<file path="src/rtl/onewire_pkg.sv">
package onewire_pkg;
  localparam int unsigned TCNT_W = 10;

  typedef enum logic [1:0] {
    XFER_BYTE   = 2'd0,
    XFER_BIT    = 2'd1,
    XFER_SEARCH = 2'd2
  } xfer_mode_e;

  typedef struct packed {
    logic [TCNT_W-1:0] low;   // ticks driven low
    logic [TCNT_W-1:0] smp;   // tick at which line is sampled
    logic [TCNT_W-1:0] last;  // final tick of slot
  } slot_time_t;

  // Timings in 1 us ticks; overdrive fractions rounded up
  function automatic slot_time_t slot_time(input logic is_rst, input logic od, input logic wbit);
    slot_time_t t;
    unique case ({is_rst, od})
      2'b10: t = '{low: 10'd480, smp: 10'd550, last: 10'd959};
      2'b11: t = '{low: 10'd70,  smp: 10'd79,  last: 10'd159};
      2'b00: t = '{low: wbit ? 10'd6 : 10'd60, smp: 10'd15, last: 10'd69};
      default: t = '{low: wbit ? 10'd1 : 10'd8, smp: 10'd2, last: 10'd9};
    endcase
    return t;
  endfunction
endpackage

</file>
<file path="src/rtl/onewire_tick.sv">
module onewire_tick #(
  parameter int unsigned DIV_W = 8
) (
  input  logic             clk_i,
  input  logic             rst_ni,
  input  logic [DIV_W-1:0] div_i,
  output logic             tick_o
);
  logic [DIV_W-1:0] cnt_q;

  assign tick_o = (cnt_q >= div_i - 1'b1);

  always_ff @(posedge clk_i or negedge rst_ni) begin
    if (!rst_ni)     cnt_q <= '0;
    else if (tick_o) cnt_q <= '0;
    else             cnt_q <= cnt_q + 1'b1;
  end
endmodule

</file>
<file path="src/rtl/onewire_slot.sv">
module onewire_slot
  import onewire_pkg::*;
(
  input  logic clk_i,
  input  logic rst_ni,
  input  logic tick_i,
  input  logic start_i,
  input  logic is_rst_i,
  input  logic wbit_i,
  input  logic od_i,
  input  logic line_i,
  output logic drive_o,
  output logic done_o,
  output logic sample_o
);
  logic              busy_q, rst_q, od_q, wbit_q;
  logic [TCNT_W-1:0] cnt_q;
  slot_time_t        tm;

  assign tm      = slot_time(rst_q, od_q, wbit_q);
  assign drive_o = busy_q && (cnt_q < tm.low);

  always_ff @(posedge clk_i or negedge rst_ni) begin
    if (!rst_ni) begin
      busy_q   <= 1'b0;
      rst_q    <= 1'b0;
      od_q     <= 1'b0;
      wbit_q   <= 1'b1;
      cnt_q    <= '0;
      done_o   <= 1'b0;
      sample_o <= 1'b1;
    end else begin
      done_o <= 1'b0;
      if (start_i && !busy_q) begin
        busy_q <= 1'b1;
        cnt_q  <= '0;
        rst_q  <= is_rst_i;
        od_q   <= od_i;
        wbit_q <= wbit_i;
      end else if (busy_q && tick_i) begin
        if (cnt_q == tm.smp) sample_o <= line_i;
        if (cnt_q == tm.last) begin
          busy_q <= 1'b0;
          done_o <= 1'b1;
        end else begin
          cnt_q <= cnt_q + 1'b1;
        end
      end
    end
  end
endmodule

</file>
<file path="src/rtl/onewire_seq.sv">
module onewire_seq
  import onewire_pkg::*;
(
  input  logic       clk_i,
  input  logic       rst_ni,
  input  logic       go_rst_i,
  input  logic       go_data_i,
  input  xfer_mode_e mode_i,
  input  logic [7:0] data_i,
  input  logic       slot_done_i,
  input  logic       slot_sample_i,
  output logic       slot_start_o,
  output logic       slot_is_rst_o,
  output logic       slot_wbit_o,
  output logic       busy_o,
  output logic       last_launch_o,
  output logic       done_data_o,
  output logic       done_rst_o,
  output logic [7:0] result_o
);
  localparam logic [3:0] LAST_BYTE   = 4'd7;
  localparam logic [3:0] LAST_SEARCH = 4'd11;

  typedef enum logic [1:0] {S_IDLE, S_LAUNCH, S_WAIT} st_e;

  st_e        st_q;
  xfer_mode_e mode_q;
  logic       is_rst_q, a_q, b_q, last_slot;
  logic [7:0] tx_q, rx_q;
  logic [3:0] idx_q, disc_q, wr_q;
  logic [1:0] ph_q, trip_q;

  always_comb begin
    unique case (mode_q)
      XFER_BYTE:   last_slot = (idx_q == LAST_BYTE);
      XFER_SEARCH: last_slot = (idx_q == LAST_SEARCH);
      default:     last_slot = 1'b1;
    endcase
  end

  always_comb begin
    if (is_rst_q) slot_wbit_o = 1'b1;
    else begin
      unique case (mode_q)
        XFER_BYTE:   slot_wbit_o = tx_q[idx_q[2:0]];
        XFER_SEARCH: slot_wbit_o = (ph_q != 2'd2) ? 1'b1 : ((a_q | b_q) ? a_q : tx_q[trip_q]);
        default:     slot_wbit_o = tx_q[0];
      endcase
    end
  end

  assign slot_start_o  = (st_q == S_LAUNCH);
  assign slot_is_rst_o = is_rst_q;
  assign busy_o        = (st_q != S_IDLE);
  assign last_launch_o = slot_start_o && !is_rst_q && last_slot;
  assign result_o      = (mode_q == XFER_SEARCH) ? {wr_q, disc_q} : rx_q;

  always_ff @(posedge clk_i or negedge rst_ni) begin
    if (!rst_ni) begin
      st_q        <= S_IDLE;
      mode_q      <= XFER_BYTE;
      is_rst_q    <= 1'b0;
      tx_q        <= '0;
      rx_q        <= '0;
      idx_q       <= '0;
      ph_q        <= '0;
      trip_q      <= '0;
      a_q         <= 1'b0;
      b_q         <= 1'b0;
      disc_q      <= '0;
      wr_q        <= '0;
      done_data_o <= 1'b0;
      done_rst_o  <= 1'b0;
    end else begin
      done_data_o <= 1'b0;
      done_rst_o  <= 1'b0;
      unique case (st_q)
        S_IDLE: begin
          if (go_rst_i) begin
            is_rst_q <= 1'b1;
            st_q     <= S_LAUNCH;
          end else if (go_data_i) begin
            is_rst_q <= 1'b0;
            mode_q   <= mode_i;
            tx_q     <= data_i;
            rx_q     <= '0;
            idx_q    <= '0;
            ph_q     <= '0;
            trip_q   <= '0;
            disc_q   <= '0;
            wr_q     <= '0;
            st_q     <= S_LAUNCH;
          end
        end
        S_LAUNCH: st_q <= S_WAIT;
        default: begin
          if (slot_done_i) begin
            if (is_rst_q) begin
              done_rst_o <= 1'b1;
              st_q       <= S_IDLE;
            end else begin
              unique case (mode_q)
                XFER_BYTE: rx_q[idx_q[2:0]] <= slot_sample_i;
                XFER_SEARCH: begin
                  if (ph_q == 2'd0) a_q <= slot_sample_i;
                  else if (ph_q == 2'd1) b_q <= slot_sample_i;
                  else begin
                    wr_q[trip_q]   <= slot_wbit_o;
                    disc_q[trip_q] <= ~a_q & ~b_q;
                  end
                end
                default: rx_q <= {7'b0, slot_sample_i};
              endcase
              if (last_slot) begin
                done_data_o <= 1'b1;
                st_q        <= S_IDLE;
              end else begin
                idx_q <= idx_q + 1'b1;
                if (ph_q == 2'd2) begin
                  ph_q   <= '0;
                  trip_q <= trip_q + 1'b1;
                end else begin
                  ph_q <= ph_q + 1'b1;
                end
                st_q <= S_LAUNCH;
              end
            end
          end
        end
      endcase
    end
  end
endmodule

</file>
<file path="src/rtl/onewire_master.sv">
module onewire_master
  import onewire_pkg::*;
#(
  parameter int unsigned       DIV_W     = 8,
  parameter logic [DIV_W-1:0]  DIV_RESET = 8
) (
  input  logic       clk_i,
  input  logic       rst_ni,
  input  logic       reg_we_i,
  input  logic [1:0] reg_addr_i,
  input  logic [7:0] reg_wdata_i,
  output logic [7:0] reg_rdata_o,
  input  logic       line_i,
  output logic       line_drive_o,
  output logic       pullup_en_o
);
  localparam logic [1:0] A_DATA = 2'd0;
  localparam logic [1:0] A_CTRL = 2'd1;
  localparam logic [1:0] A_FLAG = 2'd2;
  localparam logic [1:0] A_DIV  = 2'd3;
  localparam int unsigned NFLAG = 4;

  logic [7:0]       data_q;
  logic [DIV_W-1:0] div_q;
  logic [NFLAG-1:0] flags_q, flag_set;
  logic             single_q, od_q, search_q, pu_q, pres_q;
  logic             sync1_q, line_s;
  logic             wr_data, wr_ctrl, wr_flag, wr_div, go_rst, go_data;
  logic             tick, slot_start, slot_is_rst, slot_wbit, slot_done, slot_sample;
  logic             seq_busy, last_launch, done_data, done_rst;
  logic [7:0]       seq_result;
  xfer_mode_e       mode;

  assign wr_data = reg_we_i && (reg_addr_i == A_DATA);
  assign wr_ctrl = reg_we_i && (reg_addr_i == A_CTRL);
  assign wr_flag = reg_we_i && (reg_addr_i == A_FLAG);
  assign wr_div  = reg_we_i && (reg_addr_i == A_DIV);
  assign go_rst  = wr_ctrl && reg_wdata_i[0] && !seq_busy;
  assign go_data = wr_data && !seq_busy;
  assign mode    = search_q ? XFER_SEARCH : (single_q ? XFER_BIT : XFER_BYTE);

  assign flag_set = {(go_rst || go_data) && !line_s, done_data, last_launch, done_rst};

  always_ff @(posedge clk_i or negedge rst_ni) begin
    if (!rst_ni) begin
      sync1_q <= 1'b1;
      line_s  <= 1'b1;
    end else begin
      sync1_q <= line_i;
      line_s  <= sync1_q;
    end
  end

  always_ff @(posedge clk_i or negedge rst_ni) begin
    if (!rst_ni) begin
      data_q   <= '0;
      div_q    <= DIV_RESET;
      flags_q  <= '0;
      single_q <= 1'b0;
      od_q     <= 1'b0;
      search_q <= 1'b0;
      pu_q     <= 1'b0;
      pres_q   <= 1'b0;
    end else begin
      if (done_data)    data_q <= seq_result;
      else if (go_data) data_q <= reg_wdata_i;
      if (wr_div && (reg_wdata_i[DIV_W-1:0] != '0)) div_q <= reg_wdata_i[DIV_W-1:0];
      if (wr_ctrl) begin
        single_q <= reg_wdata_i[1];
        od_q     <= reg_wdata_i[2];
        search_q <= reg_wdata_i[3];
        pu_q     <= reg_wdata_i[4];
      end
      if (done_rst) pres_q <= ~slot_sample;
      flags_q <= (flags_q & ~({NFLAG{wr_flag}} & reg_wdata_i[NFLAG-1:0])) | flag_set;
    end
  end

  always_comb begin
    unique case (reg_addr_i)
      A_DATA:  reg_rdata_o = data_q;
      A_CTRL:  reg_rdata_o = {1'b0, seq_busy, pres_q, pu_q, search_q, od_q, single_q, 1'b0};
      A_FLAG:  reg_rdata_o = {{(8-NFLAG){1'b0}}, flags_q};
      default: reg_rdata_o = 8'(div_q);
    endcase
  end

  assign pullup_en_o = pu_q;

  onewire_tick #(.DIV_W(DIV_W)) u_tick (
    .clk_i  (clk_i),
    .rst_ni (rst_ni),
    .div_i  (div_q),
    .tick_o (tick)
  );

  onewire_seq u_seq (
    .clk_i         (clk_i),
    .rst_ni        (rst_ni),
    .go_rst_i      (go_rst),
    .go_data_i     (go_data),
    .mode_i        (mode),
    .data_i        (reg_wdata_i),
    .slot_done_i   (slot_done),
    .slot_sample_i (slot_sample),
    .slot_start_o  (slot_start),
    .slot_is_rst_o (slot_is_rst),
    .slot_wbit_o   (slot_wbit),
    .busy_o        (seq_busy),
    .last_launch_o (last_launch),
    .done_data_o   (done_data),
    .done_rst_o    (done_rst),
    .result_o      (seq_result)
  );

  onewire_slot u_slot (
    .clk_i    (clk_i),
    .rst_ni   (rst_ni),
    .tick_i   (tick),
    .start_i  (slot_start),
    .is_rst_i (slot_is_rst),
    .wbit_i   (slot_wbit),
    .od_i     (od_q),
    .line_i   (line_s),
    .drive_o  (line_drive_o),
    .done_o   (slot_done),
    .sample_o (slot_sample)
  );
endmodule

</file>
<file path="config.mk">
export PLATFORM = sky130hd
export DESIGN_NAME = onewire_master
export DESIGN_NICKNAME = d
export VERILOG_FILES = /design/src/rtl/onewire_pkg.sv /design/src/rtl/onewire_tick.sv /design/src/rtl/onewire_slot.sv /design/src/rtl/onewire_seq.sv /design/src/rtl/onewire_master.sv
export SDC_FILE = /design/constraint.sdc
export NUM_CORES = 1
export LEC_CHECK = 0
export CAP_MARGIN = 0
export CELL_PAD_IN_SITES_DETAIL_PLACEMENT = 1
export CELL_PAD_IN_SITES_GLOBAL_PLACEMENT = 1
export CORE_ASPECT_RATIO = 0.6
export CORE_MARGIN = 4
export CORE_UTILIZATION = 52
export DETAILED_ROUTE_END_ITERATION = 16
export PLACE_DENSITY_LB_ADDON = 0.2
export SLEW_MARGIN = 20
export SYNTH_ARGS = -nofsm -noshare
export SYNTH_HDL_FRONTEND = slang
export SYNTH_SLANG_ARGS = --single-unit
</file>
<file path="constraint.sdc">
create_clock -name clk_i -period 7.2 [get_ports clk_i]
set_clock_uncertainty 0.2 [all_clocks]
set_input_delay 1.8 -clock clk_i [delete_from_list [all_inputs] [get_ports clk_i]]
set_output_delay 1.8 -clock clk_i [all_outputs]
set_load 0.02 [all_outputs]
</file>
==> impl_metrics.json, run 1 <==
{
  "die_h_um": 85.3,
  "dpl.hpwl_mm": 11.4,
  "slew_viol_final": 0,
  "wl_mm": 15.6,
  "period_share": 0.816,
  "coreArea_sq_um": 9430,
  "timing.fmax_mhz": 170,
  "synth_edf_count": 0,
  "port_buffers": 23,
  "drc": 0,
  "vias": 4284,
  "cp.required_ns": 5.20,
  "outcome": "completed",
  "p_total_mw": 1.49,
  "cts-hold-fix-buffers": 0,
  "reg2regPathDepth": 10,
  "grt_max_degree": 77,
  "leakagePower_nw": 2.79,
  "setup_viol": 0,
  "cts_max_path_buffers": 2,
  "finalHoldViolations": 0,
  "wl_per_cell_um": 23.1,
  "cts_tree": "built",
  "ir_drop_v": 0.000181,
  "cts.sinks": 92,
  "nets": 585,
  "grt_pass1_vias": 4562,
  "synth_area_sq_um": 5170,
  "critPathLaunchType": "primary input",
  "first_pass_iters": 5,
  "startpoint": "reg_addr_i[0]",
  "dp_slack_ns": 1.36,
  "die_w_um": 137,
  "synth.yosys.warnings": 0,
  "setup_slack_ns": 1.33,
  "cts_setup_buffers": 0,
  "whs_path_depth": 0,
  "place_inst": 659,
  "hold_start": "sync1_q",
  "ant_nets": 0,
  "seq_area_frac_synth": 0.446,
  "synth_seq_cells": 92,
  "tns_ns": 0,
  "min_period_ns": 5.87,
  "synth_cell_types": 54,
  "drt_iter0_markers": 394,
  "via_per_inst": 6.35,
  "cts-root-buf": "clkbuf_16",
  "path_max_fanout": 15,
  "power.density_nw_per_um2": 256,
  "hp-class": "register to register",
  "max_slew_margin": 0.302,
  "antenna_found_initial": 0,
  "fillers": 1038,
  "clk_latency_ns": 0.35,
  "avgSynthCellArea_sq_um": 9.87,
  "numCtsBuffers": 9,
  "synthArstFlopShare": 1.00,
  "final_area_sq_um": 5820,
  "yosys_most_used_dff": "dfrtp_1",
  "htreeDepth": 3,
  "cts.clk_slew.worst_paths_ns": 0.06,
  "worstPathArrival_ns": 3.87,
  "drive_gt1_frac": 0.0972,
  "place_area_sq_um": 5490,
  "grt.total_usage": 0.283,
  "diodes": 0,
  "critPathCaptureType": "primary output",
  "r2r-start": "div_q[2]",
  "grt_pass1_wl_mm": 25.4,
  "synth.net_count": 568,
  "worstSetupPathType": "primary input to primary output",
  "rows": 27,
  "synthCells": 524,
  "rsz0062_at_grt": "false",
  "ios": 24,
  "area_delta_synth_final_pct": 12.5,
  "ctsResizeCount": 0,
  "gr-total-overflow": 0,
  "place_congestion": 0.919,
  "fin_cells": 675,
  "tightest_slew_ns": 1.04,
  "initial_utilization": 0.549,
  "dieArea_sq_um": 11700,
  "drv_cap": 0
}
==> report_power, final <==
| group | switching (mW) | leakage (nW) | total [mW] | internal, mW |
|---|---|---|---|---|
| logic | 0.190 | 1.48 | 0.335 | 0.145 |
| registers | 0.0947 | 1.16 | 0.667 | 0.572 |
| clock network | 0.204 | 0.151 | 0.489 | 0.286 |
| total | 0.488 | 2.79 | 1.49 | 1.00 |
==> per-stage QoR <==
stage,util,hold slack (ns)
global placement,0.583,0.146
CTS,0.614,0.156
detailed placement,0.583,0.147
global route,0.617,0.158
finish,0.617,0.155
floorplan,-,0.145
==> final timing paths <==
check	endpoint	slack [ns]
worst max-delay path	reg_rdata_o[4]	1.33
worst min-delay path	line_s	0.16
worst max register to register	u_slot.sample_o	3.93
worst min register to register	line_s	0.16
max in group asynchronous	div_q[3]	4.74
min in group asynchronous	u_slot.cnt_q[6]	1.11
==> routing by layer <==
metal  part of all wire  GRT usage
met5                  0          0
met4              0.015     0.0743
met3              0.078     0.0812
met2               0.43      0.419
met1               0.47      0.408
==> registers in the layout, summed over array words and instances (netlist names), 2 cells and up <==
| name | cells |
|---|---|
| u_tick.cnt_q | 8 |
| u_seq.idx_q | 4 |
| u_seq.ph_q | 2 |
| u_seq.trip_q | 2 |
| u_slot.cnt_q | 10 |
| u_seq.wr_q | 4 |
| div_q | 8 |
| u_seq.rx_q | 8 |
| u_seq.tx_q | 8 |
| u_seq.st_q | 2 |
| data_q | 8 |
| u_seq.mode_q | 2 |
| flags_q | 4 |
| u_seq.disc_q | 4 |
==> synth_stat cells, types with 8 or more instances <==
cell type	instances	area (sq um)
dfrtp_1	87	2180
nand2_1	77	289
ha_1	30	375
o21ai_0	29	145
nor2_1	28	105
mux2i_1	23	230
a21oi_1	22	110
nand3_1	21	105
and3_1	18	113
inv_1	16	60.1
mux2_2	16	180
a21o_1	14	105
a31oi_1	12	75.1
clkbuf_1	12	45.0
xnor2_1	11	96.3
nand3b_1	9	67.6
a211oi_1	8	60.1
nor3_1	8	40.0
==> cells in the final DEF (no fill, tap or decap), types with 2 or more instances in the layout <==
cell type        synthesis  layout
a211oi_1                 8       8
a21o_1                  14      14
a21oi_1                 22      22
a31oi_1                 12      12
a32o_1                   3       3
and2_1                   2       2
and3_1                  18      18
buf_4                    1       2
clkbuf_16                0       9
clkbuf_8                 0       2
clkdlybuf4s50_1          0      22
clkinv_2                 0       2
dfrtp_1                 87      87
dfstp_2                  5       5
ha_1                    30      30
inv_1                   16      16
mux2_2                  16      16
mux2i_1                 23      23
mux4_2                   4       4
nand2_1                 77      77
nand2b_1                 7       7
nand3_1                 21      21
nand3b_1                 9       9
nand4_1                  5       5
nor2_1                  28      28
nor2b_1                  3       3
nor3_1                   8       8
nor4_1                   6       6
o21ai_0                 29      29
o21bai_1                 2       2
o31ai_1                  6       6
or3_1                    5       5
xnor2_1                 11      11
xor2_1                   7       7
==> cell type report <==
| cell class | count | area (sq um) | share of cell area |
|---|---|---|---|
| Multi-Input combinational cell | 397 | 2720 | 0.468 |
| Sequential cell | 92 | 2310 | 0.397 |
| Timing Repair Buffer | 25 | 263 | 0.0452 |
| Clock buffer | 11 | 253 | 0.0434 |
| Tap cell | 130 | 163 | 0.0280 |
| Inverter | 16 | 60.1 | 0.0103 |
| Clock inverter | 4 | 48.8 | 0.00839 |
==> cells by family after synthesis <==
| logic type | count (synthesis) | synth area share |
|---|---|---|
| and+or+nand+nor | 198 | 0.189 |
| adders and majority gates | 30 | 0.0726 |
| buffers and inverters | 35 | 0.0273 |
| AOI/OAI and AO/OA | 107 | 0.136 |
| DFF | 92 | 0.446 |
| xor gates and xnor gates | 18 | 0.0305 |
| muxes | 44 | 0.0989 |
==> worst max-delay path: stages <==
cell and delay (ns):
clkdlybuf4s50_1 0.77, inv_1 0.35, o21ai_0 0.29, clkdlybuf4s50_1 0.65
(Power assumes the default switching activity.)
==> run 2, diff against run 1 <==
Settings changed: CORE_UTILIZATION 52 to 48.
Clock period 7.2 ns to 5.6 ns, I/O delays scaled along.
==> run 2 against run 1 <==
  * Die area increased by 7.7%
  * Non-clock buffer count is the same
  * Critical path depth unchanged
  * Combinational power rose by 26%
  * Final cell count increased by 1.5%
  * Count of clock-buffer cells in the layout decreased by 1
  * First-iteration DRC count fell by 20%
  * Hold slack better by 0.0075 ns
  * Critical endpoint unchanged
  * Core utilization shrank 6.7 points
  * Cell area is 0.15% lower
==> impl_metrics.json, run 2 (synthesis results as in run 1) <==
{
  "largest_reg_flops": 10,
  "grt_max_degree": 54,
  "slowest_stage": "clkdlybuf4s50_1",
  "drv_cap": 0,
  "area_delta_synth_final_pct": 12.3,
  "worstPathArrival_ns": 3.44,
  "cts.sinks": 92,
  "hp-class": "register to register",
  "port_buffers": 23,
  "final_common_cell": "dfrtp_1",
  "ios": 24,
  "timing.fmax_mhz": 198,
  "path_buf_inv": 3,
  "leakagePower_nw": 2.78,
  "clk_latency_ns": 0.34,
  "coreArea_sq_um": 10600,
  "regMostFlops": "u_slot.cnt_q",
  "wl_mm": 14.5,
  "setup_viol": 0,
  "initial_utilization": 0.490,
  "hold_start": "sync1_q",
  "first_pass_iters": 5,
  "cts.clk_slew.worst_paths_ns": 0.06,
  "slowest_delay_ns": 0.76,
  "vias": 4104,
  "path_max_fanout": 15,
  "ant_nets": 0,
  "cts_tree": "built",
  "die_h_um": 88.4,
  "cts-hold-fix-buffers": 0,
  "tightest_slew_ns": 0.813,
  "drive_gt1_frac": 0.0989,
  "cts_setup_buffers": 0,
  "drc": 0,
  "grt_pass1_wl_mm": 23.4,
  "cp.required_ns": 4.00,
  "finalHoldViolations": 0,
  "min_period_ns": 5.04,
  "htreeDepth": 3,
  "rows": 29,
  "grt.total_usage": 0.241,
  "place_congestion": 0.862,
  "whs_endpoint": "line_s",
  "ir_drop_v": 0.000192,
  "dieArea_sq_um": 12600,
  "max_slew_margin": 0.457,
  "grt_pass1_vias": 4241,
  "slew_viol_final": 0,
  "ctsResizeCount": 0,
  "rsz0062_at_grt": "false",
  "cts-root-buf": "clkbuf_16",
  "nets": 585,
  "wl_per_cell_um": 21.2,
  "cts_max_path_buffers": 2,
  "path_cells": "clkdlybuf4s50_1 -> inv_1 -> o21ai_0 -> clkdlybuf4s50_1",
  "power.density_nw_per_um2": 326,
  "cpMostUsedCell": "clkdlybuf4s50_1",
  "critPathLaunchType": "primary input",
  "diodes": 0,
  "drt_iter0_markers": 317,
  "reg2regPathDepth": 10,
  "critPathCaptureType": "primary output",
  "numCtsBuffers": 9,
  "rrSetupSlack_ns": 2.40,
  "whs_path_depth": 0,
  "antenna_found_initial": 0,
  "via_per_inst": 5.99,
  "die_w_um": 142,
  "holdWs_ns": 0.163,
  "tns_ns": 0,
  "r2r-start": "div_q[2]",
  "period_share": 0.900,
  "dpl.hpwl_mm": 10.8,
  "outcome": "completed",
  "gr-total-overflow": 0,
  "cp_top_family": "buffers and inverters",
  "rr_endpoint": "u_slot.sample_o",
  "worstSetupPathType": "primary input to primary output",
  "final_cell_mix": "87 x dfrtp_1, 77 x nand2_1, 30 x ha_1"
}
## run 2: worst max path at each step
stage / cells past startpoint / slack, ns / startpoint / end
final: 4 / 0.56 / reg_addr_i[0] / reg_rdata_o[4]
after global routing: 4 / 0.40 / reg_addr_i[0] / reg_rdata_o[4]
after CTS: 4 / 0.55 / reg_addr_i[0] / reg_rdata_o[4]
after detailed placement: 4 / 0.57 / reg_addr_i[0] / reg_rdata_o[4]
after global placement: 4 / 0.69 / reg_addr_i[0] / reg_rdata_o[6]
after floorplan: 3 / 1.64 / reg_addr_i[1] / reg_rdata_o[0]
## run 2: power by group
| group | switching (mW) | internal (mW) |
|---|---|---|
| logic | 0.238 | 0.186 |
| registers | 0.114 | 0.735 |
| clock network | 0.263 | 0.358 |
| total | 0.614 | 1.28 |
## run 2: layout make-up
cell class | count | area [sq um]
repair buffers | 25 | 243
flip-flops and latches | 92 | 2310
multi-input cells | 397 | 2720
clock buffers | 10 | 239
fillers | 1175 | 4750
well taps | 139 | 174
inverters | 16 | 60.1
clock inverters | 6 | 62.6
## run 2: metal layers
metal,track usage,up-vias,part of all wire
met5,0,-,0
met4,0.0375,0,0.0063
met3,0.0432,9,0.049
met2,0.361,92,0.43
met1,0.372,2082,0.51
li1,-,1921,-
## run 2: metrics by stage
stage | instance area [sq um] | setup WS [ns] | std cells | total power, mW | utilization
6_report | 5810 | 0.562 | 685 | 1.89 | 0.550
5_1_grt | 5810 | 0.400 | 685 | 1.99 | 0.550
4_1_cts | 5810 | 0.549 | 685 | 1.90 | 0.550
3_5_place_dp | 5510 | 0.572 | 669 | 1.28 | 0.522
3_3_place_gp | 5510 | 0.689 | 669 | 1.24 | 0.522
2_1_floorplan | 5170 | 1.64 | 524 | 1.12 | -
